## config.mk

```make
export PLATFORM = sky130hd
export DESIGN_NAME = pt_walker
export DESIGN_NICKNAME = d
export VERILOG_FILES = /design/src/rtl/pt_walker_pkg.sv /design/src/rtl/pt_va_split.sv /design/src/rtl/pt_entry_addr.sv /design/src/rtl/pt_pte_decode.sv /design/src/rtl/pt_walker.sv
export SDC_FILE = /design/constraint.sdc
export NUM_CORES = 1
export LEC_CHECK = 0
export ABC_AREA = 1
export BUFFER_PORTS_ARGS = -buffer_cell sky130_fd_sc_hd__buf_2
export CORE_MARGIN = 3
export CORE_UTILIZATION = 36
export DETAILED_ROUTE_END_ITERATION = 6
export PLACE_DENSITY = 0.63
export SETUP_SLACK_MARGIN = 0.02
export SLEW_MARGIN = 10
export SYNTH_ARGS = -nofsm -noshare
export SYNTH_HDL_FRONTEND = slang
export SYNTH_HIERARCHICAL = 1
export SYNTH_SLANG_ARGS = --single-unit
```

## constraint.sdc

```tcl
create_clock -name clk -period 3.46 [get_ports clk]
set_input_delay 0.346 -clock clk [delete_from_list [all_inputs] [get_ports clk]]
set_output_delay 0.346 -clock clk [all_outputs]
set_load 0.02 [all_outputs]
```

## src/rtl/pt_walker_pkg.sv

```systemverilog
package pt_walker_pkg;

    typedef enum logic [2:0] {
        ST_IDLE,
        ST_ISSUE_L1,
        ST_AWAIT_L1,
        ST_ISSUE_L2,
        ST_AWAIT_L2,
        ST_REPORT
    } walk_state_t;

endpackage

```

## src/rtl/pt_va_split.sv

```systemverilog
module pt_va_split #(
    parameter int ADDR_W = 32,
    parameter int IDX_W  = 10,
    parameter int OFF_W  = 12
) (
    input  logic [ADDR_W-1:0] vaddr,
    output logic [IDX_W-1:0]  idx_dir,
    output logic [IDX_W-1:0]  idx_leaf,
    output logic [OFF_W-1:0]  offset
);
    localparam int LEAF_LO = OFF_W;
    localparam int DIR_LO  = OFF_W + IDX_W;

    assign offset   = vaddr[OFF_W-1:0];
    assign idx_leaf = vaddr[LEAF_LO +: IDX_W];
    assign idx_dir  = vaddr[DIR_LO  +: IDX_W];
endmodule

```

## src/rtl/pt_entry_addr.sv

```systemverilog
module pt_entry_addr #(
    parameter int ADDR_W      = 32,
    parameter int IDX_W       = 10,
    parameter int ENTRY_BYTES = 4
) (
    input  logic [ADDR_W-1:0] table_base,
    input  logic [IDX_W-1:0]  index,
    output logic [ADDR_W-1:0] entry_addr
);
    localparam int SHIFT = $clog2(ENTRY_BYTES);

    logic [ADDR_W-1:0] scaled;

    assign scaled     = ADDR_W'(index) << SHIFT;
    assign entry_addr = table_base + scaled;
endmodule

```

## src/rtl/pt_pte_decode.sv

```systemverilog
module pt_pte_decode #(
    parameter int DATA_W = 32,
    parameter int OFF_W  = 12
) (
    input  logic [DATA_W-1:0]       pte,
    output logic                    valid,
    output logic [DATA_W-OFF_W-1:0] frame
);
    logic unused_flag_bits;

    assign valid            = pte[0];
    assign frame            = pte[DATA_W-1:OFF_W];
    assign unused_flag_bits = ^pte[OFF_W-1:1];
endmodule

```

## src/rtl/pt_walker.sv

```systemverilog
module pt_walker
    import pt_walker_pkg::*;
#(
    parameter int ADDR_W      = 32,
    parameter int IDX_W       = 10,
    parameter int OFF_W       = 12,
    parameter int ENTRY_BYTES = 4
) (
    input  logic              clk,
    input  logic              rst_n,
    input  logic              req_valid,
    output logic              req_ready,
    input  logic [ADDR_W-1:0] req_vaddr,
    input  logic [ADDR_W-1:0] req_root,
    output logic              mem_req_valid,
    input  logic              mem_req_ready,
    output logic [ADDR_W-1:0] mem_req_addr,
    input  logic              mem_rsp_valid,
    input  logic [ADDR_W-1:0] mem_rsp_data,
    output logic              done_valid,
    output logic              done_fault,
    output logic              done_level,
    output logic [ADDR_W-1:0] done_paddr
);
    localparam int FRAME_W = ADDR_W - OFF_W;

    walk_state_t        state_q, state_nx;
    logic [ADDR_W-1:0]  va_q, root_q;
    logic [FRAME_W-1:0] l2_frame_q, leaf_frame_q;
    logic               fault_q, level_q;

    logic [IDX_W-1:0]   idx_dir, idx_leaf;
    logic [OFF_W-1:0]   pg_off;
    logic               rsp_ok;
    logic [FRAME_W-1:0] rsp_frame;
    logic [ADDR_W-1:0]  tbl_base;
    logic [IDX_W-1:0]   tbl_idx;

    pt_va_split #(.ADDR_W(ADDR_W), .IDX_W(IDX_W), .OFF_W(OFF_W)) u_split (
        .vaddr    (va_q),
        .idx_dir  (idx_dir),
        .idx_leaf (idx_leaf),
        .offset   (pg_off)
    );

    pt_pte_decode #(.DATA_W(ADDR_W), .OFF_W(OFF_W)) u_decode (
        .pte   (mem_rsp_data),
        .valid (rsp_ok),
        .frame (rsp_frame)
    );

    // Second-level reads use the frame from the directory entry as table base.
    always_comb begin
        if (state_q == ST_ISSUE_L2) begin
            tbl_base = {l2_frame_q, {OFF_W{1'b0}}};
            tbl_idx  = idx_leaf;
        end else begin
            tbl_base = root_q;
            tbl_idx  = idx_dir;
        end
    end

    pt_entry_addr #(.ADDR_W(ADDR_W), .IDX_W(IDX_W), .ENTRY_BYTES(ENTRY_BYTES)) u_eaddr (
        .table_base (tbl_base),
        .index      (tbl_idx),
        .entry_addr (mem_req_addr)
    );

    // Next-state logic
    always_comb begin
        state_nx = state_q;
        unique case (state_q)
            ST_IDLE:     if (req_valid)     state_nx = ST_ISSUE_L1;
            ST_ISSUE_L1: if (mem_req_ready) state_nx = ST_AWAIT_L1;
            ST_AWAIT_L1: if (mem_rsp_valid) state_nx = rsp_ok ? ST_ISSUE_L2 : ST_REPORT;
            ST_ISSUE_L2: if (mem_req_ready) state_nx = ST_AWAIT_L2;
            ST_AWAIT_L2: if (mem_rsp_valid) state_nx = ST_REPORT;
            ST_REPORT:                      state_nx = ST_IDLE;
            default:                        state_nx = ST_IDLE;
        endcase
    end

    // State register
    always_ff @(posedge clk or negedge rst_n) begin
        if (!rst_n) state_q <= ST_IDLE;
        else        state_q <= state_nx;
    end

    // Walk context captured along the way
    always_ff @(posedge clk or negedge rst_n) begin
        if (!rst_n) begin
            va_q         <= '0;
            root_q       <= '0;
            l2_frame_q   <= '0;
            leaf_frame_q <= '0;
            fault_q      <= 1'b0;
            level_q      <= 1'b0;
        end else begin
            if (state_q == ST_IDLE && req_valid) begin
                va_q    <= req_vaddr;
                root_q  <= req_root;
                fault_q <= 1'b0;
                level_q <= 1'b0;
            end
            if (state_q == ST_AWAIT_L1 && mem_rsp_valid) begin
                l2_frame_q <= rsp_frame;
                if (!rsp_ok) begin
                    fault_q <= 1'b1;
                    level_q <= 1'b0;
                end
            end
            if (state_q == ST_AWAIT_L2 && mem_rsp_valid) begin
                leaf_frame_q <= rsp_frame;
                if (!rsp_ok) begin
                    fault_q <= 1'b1;
                    level_q <= 1'b1;
                end
            end
        end
    end

    // Outputs
    always_comb begin
        req_ready     = 1'b0;
        mem_req_valid = 1'b0;
        done_valid    = 1'b0;
        done_fault    = 1'b0;
        done_level    = 1'b0;
        done_paddr    = '0;
        unique case (state_q)
            ST_IDLE:     req_ready     = 1'b1;
            ST_ISSUE_L1: mem_req_valid = 1'b1;
            ST_ISSUE_L2: mem_req_valid = 1'b1;
            ST_REPORT: begin
                done_valid = 1'b1;
                done_fault = fault_q;
                done_level = fault_q & level_q;
                if (!fault_q) done_paddr = {leaf_frame_q, pg_off};
            end
            default: ;
        endcase
    end
endmodule

```

==> metrics.yaml <==
p_leak_nw: 4.46
drv_slew: 0
first_pass_iters: 6
ys_top_cells_by_area: "dfrtp_1, nand2_1, nand3_1, buf_4, inv_1"
crit_top_cell: "nand2_1"
required_ns: 3.11
root_buffer: "clkbuf_16"
numCtsBuffers: 9
cp-end-kind: "output port"
hold_ws_ns: -0.00848
cap_violations: 0
finClkSkew_ns: 0.0130
ys_types: 31
wl_per_cell_um: 13.6
ios: 170
start_util_pct: 37.3
netlist_area_mm2: 0.00678
critPathLaunchType: "register"
viasPerCell: 4.70
area_delta_synth_final_pct: 14.3
vdd_drop_max_mv: 0.645
worst_slew_margin_rel_pct: 29.2
row_count: 49
worstMarginPinSlew_ns: 1.06
synthArstFlopShare_pct: 100
setup_violations: 0
ys_seq_area_share_pct: 40.2
setup.worst_path.class: "register to output port"
min_period_ns: 3.21
critical_path_peak_fanout: 13
synth_common_cells: "nand2_1, dfrtp_1, inv_1, nor2_1, nand3_1"
synth_enable_flop_cells: 0
grt_pass1_vias: 5878
grt_pass1_wl_um: 29100
worstPathArrival_ns: 2.87
path_cells: "nand3_2 -> buf_6 -> nand2_1 -> nand2_1 -> ha_1 -> inv_1 -> fa_1 -> inv_1 -> nand3_1 -> nand3_2 -> nand2_1 -> nand3_1 -> nand2_1 -> nand2_1 -> nand2_1 -> nand2_1 -> buf_2"
hold_buffers: 0
synth_top_area_share_pct: 40.2
syn_inst: 992
synth.yosys.warnings: 6
die_h_um: 143
synth_nets: 1104
violations: "hold timing"
yosysTopAreaCell: "dfrtp_1"
nets: 1193
hpwl_um: 13400
drtIter0Drc: 318
cpPeakStageDelay_ns: 0.46
synth-seq-cells: 109
cts_tree: "yes"
grt_overflow: 0
globalRouteTotalUtil_pct: 17.6
die_w_um: 143
clock_tree.buffer_depth: 2
core-area_mm2: 0.0182
tns_ns: 0
cts.sinks: 109
synth_most_common_cell: "nand2_1"
drc_errors: 0
io_buffers: 158
grt_antenna_before_repair: 1
dominantRegCellSynth: "dfrtp_1"
finalHoldViolCount: 8
grt_max_degree: 67
critPathSlowestCell: "dfrtp_2"
path_clk_slew_ns: 0.07
htreeDepth: 3
ant_nets: 0
finalWirelength_um: 17800
syn_area_per_cell_um2: 6.84
outcome: "complete, but fails checks"
insertedDiodeCount: 0
vias: 6181
dieArea_mm2: 0.0205
drive_gt1_share_pct: 20.0
max_freq_mhz: 311
powerDensity_mw_per_mm2: 1040
clk_latency_ns: 0.35
gp_congestion: 0.884
min_path_type: "primary input to asynchronous set/reset pin"
fin_crit_sh_pct: 92.8
[worst paths after layout]
| check | from | endpoint | slack [ns] | depth (start not counted) |
|---|---|---|---|---|
| worst min-delay path | rst_n | root_q[25]$_DFFE_PN0P_ | -0.008 | 1 |
| min in group clk | req_vaddr[22] | va_q[22]$_DFFE_PN0P_ | 0.22 | 3 |
| worst min register to register | root_q[31]$_DFFE_PN0P_ | root_q[31]$_DFFE_PN0P_ | 0.48 | 2 |
| worst max register to register | state_q[1]$_DFFE_PN0P_ | root_q[9]$_DFFE_PN0P_ | 1.66 | 7 |
| worst max-delay path | state_q[0]$_DFFE_PN0P_ | mem_req_addr[26] | 0.25 | 17 |
| max in group asynchronous | rst_n | state_q[0]$_DFFE_PN0P_ | 2.68 | 2 |
[flip-flops by register name (all words and copies together) (netlist names)]
signal,count
state_q,3
root_q,32
fault_q,1
va_q,32
level_q,1
leaf_frame_q,20
l2_frame_q,20
[kinds of logic (layout without fill, tap and decap cells)]
family,Yosys count,after routing,share of synthesized area [%]
DFF,109,109,40.2
AOI/OAI and AO/OA,58,58,4.37
buffers and inverters,186,280,14.1
adders and majority gates,11,11,2.14
and+or+nand+nor,616,616,37.6
xor gates and xnor gates,12,12,1.55
[layout by cell type, fill, tap and decap left out, types with 9 or more instances in the layout]
cell,n
nand4_1,11
buf_4,15
inv_1,86
ha_1,9
nand3_1,81
dfrtp_1,106
o21ai_0,23
a21oi_1,13
buf_2,156
nand2_1,406
xor2_1,11
clkbuf_16,9
nor2_1,86
o21ai_1,20
[per-stage QoR]
| step | setup WS [ns] | area (µm²) | util (%) | std cells | total power, mW |
|---|---|---|---|---|---|
| detailed placement | 0.449 | 7340 | 40.3 | 1294 | 6.91 |
| global placement | 0.476 | 7340 | 40.3 | 1294 | 6.84 |
| global route | -0.00589 | 7750 | 42.6 | 1315 | 8.92 |
| finish | 0.249 | 7750 | 42.6 | 1315 | 8.09 |
| CTS | 0.0640 | 7670 | 42.1 | 1310 | 8.08 |
| floorplan | 0.557 | 6780 | - | 992 | 5.83 |
[layer usage]
metal / part of all wire [%] / track usage (%) / routed length (µm)
met4: 1.4 / 4.66 / 250
met2: 45 / 27.3 / 8020
met3: 5.9 / 2.65 / 1060
met5: 0.073 / 0 / 13
met1: 48 / 25.7 / 8470
[worst max-delay path: cells and delay by family (launching register included)]
kind          cells  cell delay (ns)
buf+inv           4             0.52
simple gates     11             0.92
fa+ha+maj         2             0.63
flops             1             0.46
[report_power, final]
group | switching (mW) | total, mW | internal, mW | leakage [nW]
Clock | 0.488 | 1.13 | 0.647 | 0.163
Sequential | 0.320 | 2.19 | 1.87 | 1.34
Combinational | 3.19 | 4.77 | 1.58 | 2.96
Total | 4.00 | 8.09 | 4.09 | 4.46
[repair_timing]
item | in CTS | in global routing
setup endpoints to repair | 0 | 22
resized for setup | 0 | 13
buffers inserted | 0 | 5
[area by class of cell]
| class | instances | area, µm² |
|---|---|---|
| flip-flops and latches | 109 | 2730 |
| well taps | 229 | 287 |
| clock buffers | 9 | 225 |
| repair buffers | 175 | 947 |
| inverters | 89 | 339 |
| fillers | 1933 | 10500 |
| multi-input cells | 697 | 3120 |
| clock inverters | 7 | 103 |
No activity file was read; power rests on OpenSTA's default activity.
